==> config.mk <==
export PLATFORM = sky130hd
export DESIGN_NAME = pw_power
export DESIGN_NICKNAME = d
export VERILOG_FILES = /design/src/rtl/pw_pkg.sv /design/src/rtl/pw_cordic.sv /design/src/rtl/pw_mulsat.sv /design/src/rtl/pw_power.sv
export SDC_FILE = /design/constraint.sdc
export NUM_CORES = 2
export LEC_CHECK = 0
export CORE_MARGIN = 1
export CORE_UTILIZATION = 55
export CTS_BUF_LIST = sky130_fd_sc_hd__clkbuf_4 sky130_fd_sc_hd__clkbuf_8
export DETAILED_ROUTE_END_ITERATION = 12
export PLACE_DENSITY_LB_ADDON = 0.08
export SETUP_SLACK_MARGIN = 0.2
export SYNTH_ARGS = -nofsm -noshare
export SYNTH_HDL_FRONTEND = slang
export SYNTH_SLANG_ARGS = --single-unit
==> constraint.sdc <==
create_clock -name clk -period 11.4 [get_ports clk]
set_input_delay 2.85 -clock clk [delete_from_list [all_inputs] [get_ports clk]]
set_output_delay 2.85 -clock clk [all_outputs]
set_load 0.005 [all_outputs]
==> src/rtl/pw_pkg.sv <==
package pw_pkg;

  typedef enum logic [3:0] {
    S_IDLE, S_LOAD_V, S_WAIT_V, S_SCALE, S_WAIT_Y,
    S_MUL, S_LOAD_R, S_WAIT_R, S_DONE
  } pw_state_e;

  typedef enum logic {CM_ROTATE = 1'b0, CM_VECTOR = 1'b1} cmode_e;

  // hyperbolic iterations 4, 13, 40, ... run twice for convergence
  function automatic bit is_repeat(int i);
    for (int r = 4; r <= i; r = 3 * r + 1)
      if (r == i) return 1'b1;
    return 1'b0;
  endfunction

  // atanh(2^-i) in fixed point with f fractional bits, series sum
  function automatic logic [63:0] atanh_fx(int i, int f);
    logic [63:0] acc;
    int e;
    acc = '0;
    for (int k = 0; k < 32; k++) begin
      e = 62 - i * (2 * k + 1);
      if (e >= 0) acc = acc + ((64'd1 << e) / 64'(2 * k + 1));
    end
    return (acc + (64'd1 << (61 - f))) >> (62 - f);
  endfunction

  // inverse of the hyperbolic gain over n iterations incl. repeats
  function automatic logic [63:0] inv_gain_fx(int n, int f);
    logic [63:0]  p;
    logic [63:0]  r;
    logic [63:0]  t;
    logic [127:0] q;
    p = 64'd1 << 62;
    for (int i = 1; i <= n; i++) begin
      p = p - (p >> (2 * i));
      if (is_repeat(i)) p = p - (p >> (2 * i));
    end
    r = '0;
    for (int b = 31; b >= 0; b--) begin
      t = r | (64'd1 << b);
      if (t * t <= p) r = t;
    end
    q = (128'd1 << (f + 31)) / {64'd0, r};
    return q[63:0];
  endfunction

endpackage

==> src/rtl/pw_cordic.sv <==
module pw_cordic
  import pw_pkg::*;
#(
  parameter int W = 32,
  parameter int F = 20,
  parameter int N = 20
) (
  input  logic                clk,
  input  logic                rst_n,
  input  logic                start,
  input  cmode_e              mode,
  input  logic signed [W-1:0] x0,
  input  logic signed [W-1:0] y0,
  input  logic signed [W-1:0] z0,
  output logic                busy,
  output logic                done,
  output logic signed [W-1:0] xo,
  output logic signed [W-1:0] zo
);
  localparam int IW = $clog2(N + 2);

  logic signed [W-1:0] theta [N+1];
  logic [N:0]          rep;

  assign theta[0] = '0;
  assign rep[0]   = 1'b0;
  for (genvar g = 1; g <= N; g++) begin : g_tab
    assign theta[g] = W'(atanh_fx(g, F));
    assign rep[g]   = is_repeat(g);
  end

  logic signed [W-1:0] xr, yr, zr, th, xs, ys, xn, yn, zn;
  logic [IW-1:0]       idx;
  logic                again, dneg, hold, last;
  cmode_e              mode_q;

  always_comb begin
    th   = theta[idx];
    // rotation drives z to zero, vectoring drives y to zero
    dneg = (mode_q == CM_ROTATE) ? zr[W-1] : !yr[W-1];
    xs   = yr >>> idx;
    ys   = xr >>> idx;
    xn   = dneg ? xr - xs : xr + xs;
    yn   = dneg ? yr - ys : yr + ys;
    zn   = dneg ? zr + th : zr - th;
    hold = rep[idx] && !again;
    last = (idx == IW'(N)) && !hold;
  end

  always_ff @(posedge clk) begin
    if (!rst_n) begin
      xr <= '0; yr <= '0; zr <= '0;
      idx <= '0; again <= 1'b0; busy <= 1'b0; done <= 1'b0;
      mode_q <= CM_ROTATE;
    end else begin
      done <= 1'b0;
      if (start && !busy) begin
        xr <= x0; yr <= y0; zr <= z0;
        mode_q <= mode;
        idx <= IW'(1);
        again <= 1'b0;
        busy <= 1'b1;
      end else if (busy) begin
        xr <= xn; yr <= yn; zr <= zn;
        if (hold) begin
          again <= 1'b1;
        end else begin
          again <= 1'b0;
          idx <= idx + 1'b1;
        end
        if (last) begin
          busy <= 1'b0;
          done <= 1'b1;
        end
      end
    end
  end

  assign xo = xr;
  assign zo = zr;
endmodule

==> src/rtl/pw_mulsat.sv <==
module pw_mulsat #(
  parameter int W = 32,
  parameter int F = 20
) (
  input  logic signed [W-1:0] a,
  input  logic signed [W-1:0] b,
  output logic signed [W-1:0] p
);
  localparam int PW = 2 * W;

  logic signed [PW-1:0] full, sh, hi_lim, lo_lim;

  always_comb begin
    full   = PW'(a) * PW'(b);
    sh     = full >>> F;
    hi_lim = {{(W + 1){1'b0}}, {(W - 1){1'b1}}};
    lo_lim = {{(W + 1){1'b1}}, {(W - 1){1'b0}}};
    if (sh > hi_lim)      p = hi_lim[W-1:0];
    else if (sh < lo_lim) p = lo_lim[W-1:0];
    else                  p = sh[W-1:0];
  end
endmodule

==> src/rtl/pw_power.sv <==
module pw_power
  import pw_pkg::*;
#(
  parameter int W = 32,
  parameter int F = 20,
  parameter int N = 20
) (
  input  logic                clk,
  input  logic                rst_n,
  input  logic                x_valid,
  output logic                x_ready,
  input  logic signed [W-1:0] x_data,
  input  logic                y_valid,
  output logic                y_ready,
  input  logic signed [W-1:0] y_data,
  output logic                done,
  output logic                err,
  output logic signed [W-1:0] result
);
  localparam logic signed [W-1:0] K_INV = W'(inv_gain_fx(N, F));
  localparam logic signed [W-1:0] ONE   = W'(64'd1 << F);

  pw_state_e           st;
  logic signed [W-1:0] xq, yq, lnq, zarg, res, prod;
  logic                err_q;

  logic                c_start, c_busy, c_done;
  cmode_e              c_mode;
  logic signed [W-1:0] c_x0, c_y0, c_z0, c_xo, c_zo;

  always_comb begin
    c_start = (st == S_LOAD_V) || (st == S_LOAD_R);
    c_mode  = (st == S_LOAD_V) ? CM_VECTOR : CM_ROTATE;
    c_x0    = (c_mode == CM_VECTOR) ? xq + ONE : K_INV;
    c_y0    = (c_mode == CM_VECTOR) ? xq - ONE : K_INV;
    c_z0    = (c_mode == CM_VECTOR) ? '0 : zarg;
  end

  pw_cordic #(.W(W), .F(F), .N(N)) u_core (
    .clk(clk), .rst_n(rst_n), .start(c_start), .mode(c_mode),
    .x0(c_x0), .y0(c_y0), .z0(c_z0),
    .busy(c_busy), .done(c_done), .xo(c_xo), .zo(c_zo)
  );

  pw_mulsat #(.W(W), .F(F)) u_mul (.a(lnq), .b(yq), .p(prod));

  always_ff @(posedge clk) begin
    if (!rst_n) begin
      st <= S_IDLE;
      xq <= '0; yq <= '0; lnq <= '0; zarg <= '0; res <= '0;
      err_q <= 1'b0;
    end else begin
      case (st)
        S_IDLE: if (x_valid) begin
          xq    <= x_data;
          err_q <= x_data[W-1] || (x_data == '0);
          if (x_data[W-1] || (x_data == '0)) begin
            res <= '0;
            st  <= S_DONE;
          end else begin
            st <= S_LOAD_V;
          end
        end
        S_LOAD_V: st <= S_WAIT_V;
        S_WAIT_V: if (c_done) begin
          lnq <= c_zo;
          st  <= S_SCALE;
        end
        S_SCALE: begin
          lnq <= lnq <<< 1;
          st  <= S_WAIT_Y;
        end
        S_WAIT_Y: if (y_valid) begin
          yq <= y_data;
          st <= S_MUL;
        end
        S_MUL: begin
          zarg <= prod;
          st   <= S_LOAD_R;
        end
        S_LOAD_R: st <= S_WAIT_R;
        S_WAIT_R: if (c_done) begin
          res <= c_xo;
          st  <= S_DONE;
        end
        S_DONE:  st <= S_IDLE;
        default: st <= S_IDLE;
      endcase
    end
  end

  assign x_ready = (st == S_IDLE);
  assign y_ready = (st == S_WAIT_Y);
  assign done    = (st == S_DONE);
  assign err     = done && err_q;
  assign result  = res;
endmodule

==> metrics <==
HPWL Detailed 129100 um; syn nets 7807; clk_skew 0.04687 ns; DRC Markers 0; Top FF cell, synth dfxtp_1; most frequent cells in the layout fa_1, inv_1, nand2_1; worst skew pair latency 0.68 ns; share of layout cells above drive strength 1 6.015%; GRT overflow 0; unique cell type count in the Yosys netlist 93; Pleak 0.02933 uW; total power 4616 uW; Post-synth EDFFs 0; CTS Root Cell clkbuf_8; Max Fclk 98.26 MHz; fin. max-slew vios 0; Avg WL per Cell 20.90 um; min Tclk post-route 10.18 ns; yosys warns 0; Setup Buffers After CTS 0; pre-CTS setup slack 1.215 ns; main area contributors after synthesis fa_1, dfxtp_1, inv_1; Syn-to-layout area delta 5.733%; most common cell after layout, fill and taps aside fa_1; Critical Path RT 11.91 ns; RSZ-0062 raised after global routing no; Worst setup SP type register; crit-path leading delay family adder cells; Final Hold Fails 0; DR iter-0 viols 3184; instance count of the mapped netlist 6370; post-route ant nets 0; Worst slew margin 17.71%; setup TNS 0 ns; vias in the first global route 45680; clk slew on worst S/H paths 0.06 ns; # nets final 7685; drt total wl 160100 um; outcome finished, final reports clean; Worst Setup End Kind register; sequential-to-total area share from yosys stat 9.514%; I/O Buffers 103; slowest cell on the critical path fa_1; Synth async-reset ratio 0%; Period Utilization, post-route 89.27%; Max stage delay on crit path 0.99 ns; Worst Max-Slew Pin Slew 1.219 ns; pin count of the biggest net entering global routing 176; width of the die 323.4 um; share of the synthesized area in the top cell type 38.20%; Overall Global Routing Usage 31.71%; Buf/Inv on CP 8; starting density of the core 55.68%; Setup WS post-layout 1.223 ns; H-Tree Depth 2; total I/O pin count 104; CTS buffer count 50; TritonCTS clock tree built; via count 44110; routability congestion estimate 0.9212; Worst IR Drop VDD 0.09181 mV; die area 104600 um^2; first-pass GRT wire length 258700 um; # rows 117; clk buf depth 3; Hold WC Path Type register to register; crit-path most repeated cell fa_1; clock sinks 270; Critical Path Fanout Max 31; core area 102000 um^2; cell area after synthesis 56810 um^2; final-report setup violation count 0; syn_area_per_cell 8.919 um^2; CTS Hold Bufs 0; critical path class register to register; height of the die 323.4 um; drt pass-1 iters 6; Vias/cell 5.761; #FFs+latches synth 270; initial antenna violation count 4; maxcap violations 0; critical path arrival 10.69 ns; P per Cell Area 76.85 nW/um^2; Synth area leader fa_1; Post-CTS Resized 0
-- cells in the mapped netlist (all sizes together) (18+ instances only) --
cell type and number:
nor3 49, mux2i 72, nor2b 66, o211ai 24
o21a 28, and3 23, o21ai 223, o211a 48
nor4 19, fa 1084, a21boi 74, mux4 94
xnor2 141, o21bai 30, a31oi 31, o31ai 18
nand2 883, nand4 27, a21oi 276, a21o 63
ha 285, nand3 51, inv 995, a22oi 40
dfxtp 270, mux2 30, buf 41, clkbuf 350
and2 526, nor2 224, xor2 89, a221oi 22
nand2b 27
-- cells by family after synthesis --
group,Yosys count,share of synthesized area [%]
AND/OR/NAND/NOR,1946,16.51
buffers and inverters,1388,9.316
adder cells (fa/ha/maj),1369,44.47
AO/OA/AOI/OAI,971,11.05
flip-flops,270,9.514
XOR/XNOR,230,3.546
multiplexers,196,5.590
-- report_power, final --
part | internal, uW | leakage [uW] | switching, uW | total (uW)
clock | 526 | 0.000549 | 472 | 998
combinational | 1050 | 0.0266 | 1440 | 2490
sequential | 1000 | 0.00220 | 129 | 1130
-- per-layer routing --
metal	GRT usage, %	wire (um)	vias to the layer above
met2	52.15	76080	1425
li1	-	-	19920
met4	9.310	5009	0
met3	4.220	9982	277
met1	43.74	68980	22490
met5	0	0	-
-- final cells by class --
class | count | area, um^2
multi-input cells | 4712 | 46200
fillers | 9255 | 41970
flip-flops and latches | 270 | 5421
inverters | 997 | 3742
repair buffers | 217 | 1951
well taps | 1368 | 1712
clock buffers | 70 | 882.1
clock inverters | 18 | 146.4
diodes | 5 | 12.51
-- registers in the layout, summed over array words and instances (netlist names) --
name           count
lnq               32
result            32
u_core.xo         32
u_core.yr         32
u_core.zo         32
xq                32
yq                32
zarg              32
u_core.idx         5
st                 4
err_q              1
u_core.again       1
u_core.busy        1
u_core.done        1
u_core.mode_q      1
-- worst register-to-register path: cells and delay by family (launching register included) --
| kind | cells | cell delay (ns) |
|---|---|---|
| AND/OR/NAND/NOR | 4 | 0.80 |
| XOR/XNOR | 1 | 0.16 |
| adder cells (fa/ha/maj) | 9 | 4.85 |
| AO/OA/AOI/OAI | 9 | 1.61 |
| flip-flops | 1 | 0.97 |
| buffers and inverters | 8 | 1.66 |
-- metrics by stage --
step | hold WS (ns) | cell area (um^2) | util, % | instances
floorplan | 0.4437 | 56810 | - | 6370
global placement | 0.4561 | 59030 | 57.85 | 7564
detailed placement | 0.4622 | 59030 | 57.85 | 7564
CTS | 0.4712 | 60060 | 58.86 | 7652
global route | 0.4923 | 60060 | 58.86 | 7653
finish | 0.4674 | 60070 | 58.87 | 7657
-- final timing paths --
kind | cells after the start | endpoint | from | slack (ns)
max | 31 | zarg[4] | yq[5] | 1.22
min | 2 | xq[16] | xq[16] | 0.47
max reg2reg | 31 | zarg[4] | yq[5] | 1.22
min reg2reg | 2 | xq[16] | xq[16] | 0.47
Note: power is estimated with default switching activity, not from simulation.
